===== src/rtl/step_pkg.sv =====
package step_pkg;
  localparam int PHASE_W = 2;

  typedef enum logic [1:0] {
    MOVE_NONE = 2'd0,
    MOVE_FWD  = 2'd1,
    MOVE_BACK = 2'd2,
    MOVE_SKIP = 2'd3
  } move_e;
endpackage


===== src/rtl/phase_sampler.sv =====
module phase_sampler
  import step_pkg::*;
(
  input  logic               clk_i,
  input  logic               rst_ni,
  input  logic [PHASE_W-1:0] phase_i,
  input  logic               motor_n_i,
  output logic [PHASE_W-1:0] phase_o,
  output logic               changed_o,
  output logic               motor_on_o
);
  logic [PHASE_W-1:0] phase_q, phase_qq;
  logic               motor_n_q;

  always_ff @(posedge clk_i or negedge rst_ni) begin
    if (!rst_ni) begin
      phase_q   <= '0;
      phase_qq  <= '0;
      motor_n_q <= 1'b1;
    end else begin
      phase_q   <= phase_i;
      phase_qq  <= phase_q;
      motor_n_q <= motor_n_i;
    end
  end

  assign phase_o    = phase_q;
  // event only on an input change, so motor turn-on alone never steps
  assign changed_o  = (phase_q != phase_qq);
  assign motor_on_o = ~motor_n_q;
endmodule


===== src/rtl/phase_decoder.sv =====
module phase_decoder
  import step_pkg::*;
(
  input  logic               clk_i,
  input  logic               rst_ni,
  input  logic [PHASE_W-1:0] phase_i,
  input  logic               changed_i,
  input  logic               motor_on_i,
  output move_e              move_o,
  output logic               step_o,
  output logic               dir_o
);
  logic [PHASE_W-1:0] ref_q;
  logic [PHASE_W-1:0] delta;
  move_e              move;
  logic               step_q, dir_q;

  assign delta = phase_i - ref_q;

  always_comb begin
    move = MOVE_NONE;
    if (changed_i && motor_on_i) begin
      unique case (delta)
        2'd1:    move = MOVE_FWD;
        2'd3:    move = MOVE_BACK;
        2'd2:    move = MOVE_SKIP;
        default: move = MOVE_SKIP; // same as reference: no step, refresh
      endcase
    end
  end

  always_ff @(posedge clk_i or negedge rst_ni) begin
    if (!rst_ni) begin
      ref_q  <= '0;
      step_q <= 1'b0;
      dir_q  <= 1'b0;
    end else begin
      step_q <= (move == MOVE_FWD) || (move == MOVE_BACK);
      if (move != MOVE_NONE) ref_q <= phase_i;
      if (move == MOVE_FWD)  dir_q <= 1'b0;
      if (move == MOVE_BACK) dir_q <= 1'b1;
    end
  end

  assign move_o = move;
  assign step_o = step_q;
  assign dir_o  = dir_q;
endmodule


===== src/rtl/track_counter.sv =====
module track_counter
  import step_pkg::*;
#(
  parameter int TRACK_MAX = 7,
  parameter int TRACK_W   = $clog2(TRACK_MAX + 1)
) (
  input  logic               clk_i,
  input  logic               rst_ni,
  input  move_e              move_i,
  output logic [TRACK_W-1:0] track_o
);
  localparam logic [TRACK_W-1:0] MaxV = TRACK_W'(TRACK_MAX);

  logic [TRACK_W-1:0] cnt_q;

  always_ff @(posedge clk_i or negedge rst_ni) begin
    if (!rst_ni) begin
      cnt_q <= '0;
    end else if (move_i == MOVE_FWD && cnt_q != MaxV) begin
      cnt_q <= cnt_q + 1'b1;
    end else if (move_i == MOVE_BACK && cnt_q != '0) begin
      cnt_q <= cnt_q - 1'b1;
    end
  end

  assign track_o = cnt_q;
endmodule


===== src/rtl/step_phase_decoder.sv =====
module step_phase_decoder
  import step_pkg::*;
#(
  parameter int TRACK_EN  = 1,
  parameter int TRACK_MAX = 7,
  parameter int TRACK_W   = $clog2(TRACK_MAX + 1)
) (
  input  logic               clk_i,
  input  logic               rst_ni,
  input  logic [1:0]         phase_i,
  input  logic               motor_n_i,
  output logic               step_o,
  output logic               dir_o,
  output logic [TRACK_W-1:0] track_o
);
  logic [PHASE_W-1:0] phase_s;
  logic               changed_s;
  logic               motor_on_s;
  move_e              move_s;

  phase_sampler u_sampler (
    .clk_i      (clk_i),
    .rst_ni     (rst_ni),
    .phase_i    (phase_i),
    .motor_n_i  (motor_n_i),
    .phase_o    (phase_s),
    .changed_o  (changed_s),
    .motor_on_o (motor_on_s)
  );

  phase_decoder u_decoder (
    .clk_i      (clk_i),
    .rst_ni     (rst_ni),
    .phase_i    (phase_s),
    .changed_i  (changed_s),
    .motor_on_i (motor_on_s),
    .move_o     (move_s),
    .step_o     (step_o),
    .dir_o      (dir_o)
  );

  generate
    if (TRACK_EN != 0) begin : g_track
      track_counter #(
        .TRACK_MAX (TRACK_MAX),
        .TRACK_W   (TRACK_W)
      ) u_track (
        .clk_i   (clk_i),
        .rst_ni  (rst_ni),
        .move_i  (move_s),
        .track_o (track_o)
      );
    end else begin : g_no_track
      assign track_o = '0;
    end
  endgenerate
endmodule


===== config.mk =====
export PLATFORM = sky130hd
export DESIGN_NAME = step_phase_decoder
export DESIGN_NICKNAME = d
export VERILOG_FILES = /design/src/rtl/step_pkg.sv /design/src/rtl/phase_sampler.sv /design/src/rtl/phase_decoder.sv /design/src/rtl/track_counter.sv /design/src/rtl/step_phase_decoder.sv
export SDC_FILE = /design/constraint.sdc
export NUM_CORES = 1
export LEC_CHECK = 0
export ABC_AREA = 1
export CORE_AREA = 4 4 41 43
export DETAILED_ROUTE_END_ITERATION = 6
export DIE_AREA = 0 0 45 47
export PLACE_DENSITY_LB_ADDON = 0.15
export SLEW_MARGIN = 30
export SYNTH_ARGS = -nofsm -noshare
export SYNTH_HDL_FRONTEND = slang
export SYNTH_SLANG_ARGS = --single-unit

===== constraint.sdc =====
create_clock -name clk_i -period 4.3 [get_ports clk_i]
set_clock_uncertainty 0.05 [all_clocks]
set_input_delay 0.43 -clock clk_i [delete_from_list [all_inputs] [get_ports clk_i]]
set_output_delay 0.43 -clock clk_i [all_outputs]
set_load 0.05 [all_outputs]

==> impl_metrics.prom <==
# TYPE chip_impl_metric gauge
chip_impl_info{name="critPathMostFrequentCell",value="nand2_1"} 1
chip_impl_metric{name="nNetsFinal",unit=""} 81
chip_impl_metric{name="grt_remaining_overflow",unit=""} 0
chip_impl_metric{name="cp_data_required_time",unit="ns"} 4.46
chip_impl_info{name="timing.critical_path.from_type",value="flip-flop"} 1
chip_impl_metric{name="num_io_pins",unit=""} 10
chip_impl_metric{name="drive_gt1_frac",unit=""} 0.1286
chip_impl_metric{name="count_of_endpoints_failing_hold_in_the_final_timing_report",unit=""} 0
chip_impl_metric{name="detail_route.wl_per_cell",unit="µm"} 10.13
chip_impl_metric{name="drtPass1Iterations",unit=""} 4
chip_impl_metric{name="clkSinkCount",unit=""} 12
chip_impl_metric{name="cts.repair_timing.setup_buffer_count",unit=""} 0
chip_impl_info{name="critical_path.cell_chain",value="inv_1, ha_1, inv_1, nand2_1, nand2_1, nand2_1, nand2_1, inv_1, ha_1, nand2_2, fa_1, inv_1, nand2_1, o21ai_0, nand2_1, nand2_1"} 1
chip_impl_metric{name="vdd_ir_drop_max",unit="V"} 0.0003521
chip_impl_metric{name="maxSlewViolCount",unit=""} 0
chip_impl_metric{name="drcViolationCount",unit=""} 0
chip_impl_metric{name="grt_use_total",unit=""} 0.1098
chip_impl_metric{name="die-height",unit="µm"} 47
chip_impl_metric{name="setup-tns-final",unit="ns"} 0
chip_impl_info{name="setup.worst_path.end_class",value="flip-flop"} 1
chip_impl_metric{name="postSynthAreaPerCell",unit="µm²"} 10.19
chip_impl_info{name="min-delay-path-class",value="flip-flop to flip-flop"} 1
chip_impl_metric{name="power_switching_share",unit=""} 0.4340
chip_impl_metric{name="num_antenna_cells",unit=""} 0
chip_impl_metric{name="synthesized_netlist_net_count",unit=""} 67
chip_impl_metric{name="total_power",unit="W"} 0.0005355
chip_impl_info{name="yosysMostFrequentCell",value="nand2_1"} 1
chip_impl_metric{name="area_delta_synth_final",unit="%"} 25.00
chip_impl_metric{name="synth_enable_flop_cells",unit=""} 0
chip_impl_metric{name="drt-total-wl",unit="µm"} 861
chip_impl_metric{name="die_width",unit="µm"} 45
chip_impl_metric{name="netSwitchingPower",unit="W"} 0.0002324
chip_impl_metric{name="yosysUniqueCellTypes",unit=""} 15
chip_impl_metric{name="share_seq_of_total_power",unit=""} 0.336
chip_impl_info{name="largest_delay_share_family_worst_path",value="adder cells"} 1
chip_impl_info{name="tritoncts",value="built"} 1
chip_impl_metric{name="std_cell_rows",unit=""} 13
chip_impl_info{name="crit_path_top_delay_cell",value="dfrtp_1"} 1
chip_impl_info{name="synth_top_cells_by_area",value="dfrtp_1, nand2_1, ha_1, dfstp_2, inv_1"} 1
chip_impl_info{name="status",value="finished clean"} 1
chip_impl_info{name="netlist_top_cells_count",value="nand2_1, dfrtp_1, inv_1"} 1
chip_impl_metric{name="worst_reg_to_reg_cells",unit=""} 16
chip_impl_metric{name="cts_htree_levels",unit=""} 1
chip_impl_metric{name="r2r_setup_slack",unit="ns"} 2.10
chip_impl_info{name="worst_r2r_endpoint",value="g_track.u_track.track_o[2]"} 1
chip_impl_info{name="synth_top_cell_by_area",value="dfrtp_1"} 1
chip_impl_metric{name="power.static_leakage",unit="nW"} 0.3560
chip_impl_info{name="worstReg2RegStart",value="u_sampler.phase_o[0]"} 1
chip_impl_metric{name="insertion_delay",unit="ns"} 0.26
chip_impl_metric{name="first_global_vias",unit=""} 422
chip_impl_metric{name="postSynthCellCount",unit=""} 57
chip_impl_metric{name="synth_area",unit="µm²"} 580.6
chip_impl_metric{name="power.internal",unit="W"} 0.0003031
chip_impl_metric{name="cap_violations",unit=""} 0
chip_impl_metric{name="wire_length_of_the_first_global_routing_pass",unit="µm"} 1662
chip_impl_metric{name="maximum_number_of_pins_on_one_net_before_global_route_repair",unit=""} 13
chip_impl_info{name="grt_setup_unrepaired",value="no"} 1
chip_impl_metric{name="fmax",unit="MHz"} 453.7
chip_impl_metric{name="comb_power_share",unit=""} 0.504
chip_impl_metric{name="routed_via_density",unit=""} 4.694
chip_impl_info{name="synth_ff_type",value="dfrtp_1"} 1
chip_impl_metric{name="crit_buf_inv",unit=""} 4
chip_impl_metric{name="critical_path.max_fanout",unit=""} 5
chip_impl_metric{name="placed_cells_incl_taps",unit=""} 81
chip_impl_metric{name="detailed_place_hpwl",unit="µm"} 697.5
chip_impl_metric{name="core_area",unit="mm²"} 0.001301
chip_impl_metric{name="pwr-share-clk",unit=""} 0.160
chip_impl_metric{name="num_vias",unit=""} 399
chip_impl_metric{name="tightest_slew",unit="ns"} 0.5184
chip_impl_metric{name="synth_seq_area_share",unit=""} 0.5194
chip_impl_metric{name="ctsResizeCount",unit=""} 0
chip_impl_metric{name="ys_seq_elements",unit=""} 12
chip_impl_metric{name="power-per-cell-area",unit="mW/mm²"} 737.9
chip_impl_metric{name="initial_utilization",unit=""} 0.4462
chip_impl_metric{name="globalplace.congestion",unit=""} 0.6814
chip_impl_info{name="hold-path-endpoint",value="u_sampler.phase_qq[0]"} 1
chip_impl_metric{name="ys.warnings.count",unit=""} 0
chip_impl_metric{name="cts-buffers-inserted",unit=""} 3
chip_impl_metric{name="drtAntennaViolNets",unit=""} 0
chip_impl_metric{name="clock_tree.buffer_depth",unit=""} 2
chip_impl_metric{name="hold_path_depth",unit=""} 0
chip_impl_metric{name="ys_async_sr_fraction",unit=""} 1.000
chip_impl_info{name="cts_root_buffer",value="clkbuf_4"} 1
chip_impl_metric{name="finalCriticalPeriod",unit="ns"} 2.204
chip_impl_metric{name="path_clk_slew",unit="ns"} 0.07
chip_impl_metric{name="final_cells",unit=""} 85
chip_impl_metric{name="report.final.setup_viol",unit=""} 0
chip_impl_info{name="crit_type",value="flip-flop to flip-flop"} 1
chip_impl_metric{name="port_buffers",unit=""} 9
chip_impl_metric{name="synth_top_area_share",unit=""} 0.4741
chip_impl_metric{name="die_area",unit="mm²"} 0.002115
chip_impl_metric{name="timing.final.crit_share",unit=""} 0.5126
chip_impl_info{name="hold_path_startpoint",value="u_sampler.phase_o[0]"} 1
chip_impl_metric{name="critPathMaxStageDelay",unit="ns"} 0.41
chip_impl_metric{name="drt_iter0_drc",unit=""} 9
chip_impl_metric{name="antenna_found_initial",unit=""} 0
chip_impl_metric{name="worst_slew_margin_rel",unit=""} 0.6533
chip_impl_metric{name="postCtsHoldBufs",unit=""} 0
chip_impl_metric{name="critical_path_arrival",unit="ns"} 2.36
[registers in the layout (all words and copies together), names as in the netlist]
register / cells
g_track.u_track.track_o: 3
u_decoder.dir_o: 1
u_decoder.ref_q: 2
u_decoder.step_o: 1
u_sampler.motor_n_q: 1
u_sampler.phase_o: 2
u_sampler.phase_qq: 2
[logic make-up (layout without fill, tap and decap cells)]
group	count (synthesis)	after routing	synth area share
AOI/OAI and AO/OA	3	3	0.03233
DFF	12	12	0.5194
xor gates and xnor gates	5	5	0.07544
buffers and inverters	7	20	0.04527
adders and majority gates	5	5	0.1207
and+or+nand+nor	23	23	0.1681
muxes	2	2	0.03879
[layout by cell type (no fill, tap or decap), types with 2 or more instances in the layout]
| cell | instances |
|---|---|
| mux2_2 | 2 |
| nand3_1 | 5 |
| dfrtp_1 | 11 |
| xor2_1 | 2 |
| o21ai_0 | 2 |
| xnor2_1 | 3 |
| clkdlybuf4s50_1 | 9 |
| inv_1 | 7 |
| clkbuf_4 | 3 |
| ha_1 | 4 |
| nand2_1 | 15 |
[metal layers]
metal  GRT usage  vias to the layer above  share of wire
li1            -                      207              -
met2      0.1638                        6           0.45
met5           0                        -              0
met3     0.03831                        2          0.053
met1      0.1422                      184           0.49
met4     0.05263                        0         0.0081
[power groups by stage]
| stage | clock, W | sequential, W | combinational, W |
|---|---|---|---|
| floorplan | 0 | 0.000255 | 0.000123 |
| global placement | 0 | 0.000182 | 0.000268 |
| detailed placement | 0 | 0.000183 | 0.000273 |
| CTS | 0.0000904 | 0.000181 | 0.000275 |
| global route | 0.0000980 | 0.000186 | 0.000305 |
| finish | 0.0000859 | 0.000180 | 0.000270 |
[worst reg2reg max path, stage by stage (launching register included)]
cell and delay [ns]:
dfrtp_1 0.41, inv_1 0.08, ha_1 0.16, inv_1 0.04, nand2_1 0.07, nand2_1 0.05
nand2_1 0.05, nand2_1 0.08, inv_1 0.07, ha_1 0.18, nand2_2 0.10, fa_1 0.40
inv_1 0.09, nand2_1 0.05, o21ai_0 0.16, nand2_1 0.07, nand2_1 0.06
[worst max-delay path by stage]
stage / slack, ns / startpoint / cells past startpoint / end
floorplan: 2.29 / u_sampler.phase_o[0] / 16 / g_track.u_track.track_o[2]
global placement: 2.16 / u_sampler.phase_o[0] / 13 / g_track.u_track.track_o[2]
detailed placement: 2.10 / u_sampler.phase_o[0] / 16 / g_track.u_track.track_o[2]
CTS: 2.08 / u_sampler.phase_o[0] / 16 / g_track.u_track.track_o[2]
global route: 1.82 / u_sampler.phase_o[0] / 16 / g_track.u_track.track_o[2]
finish: 2.10 / u_sampler.phase_o[0] / 16 / g_track.u_track.track_o[2]
[layout make-up]
cell class / count / area (µm²)
Sequential cell: 12 / 301.5
Multi-Input combinational cell: 38 / 252.7
Fill cell: 130 / 575.6
Tap cell: 15 / 18.77
Clock buffer: 4 / 36.28
Timing Repair Buffer: 9 / 90.09
Inverter: 7 / 26.28
[stage by stage]
stage	setup slack (ns)	hold slack, ns	util	cell area [µm²]
global route	1.822	0.3920	0.5577	725.7
detailed placement	2.095	0.3661	0.5298	689.4
CTS	2.078	0.3834	0.5577	725.7
floorplan	2.290	0.08441	-	580.6
global placement	2.161	0.3679	0.5298	689.4
finish	2.096	0.3786	0.5577	725.7
Note: power is estimated with default switching activity, not from simulation.
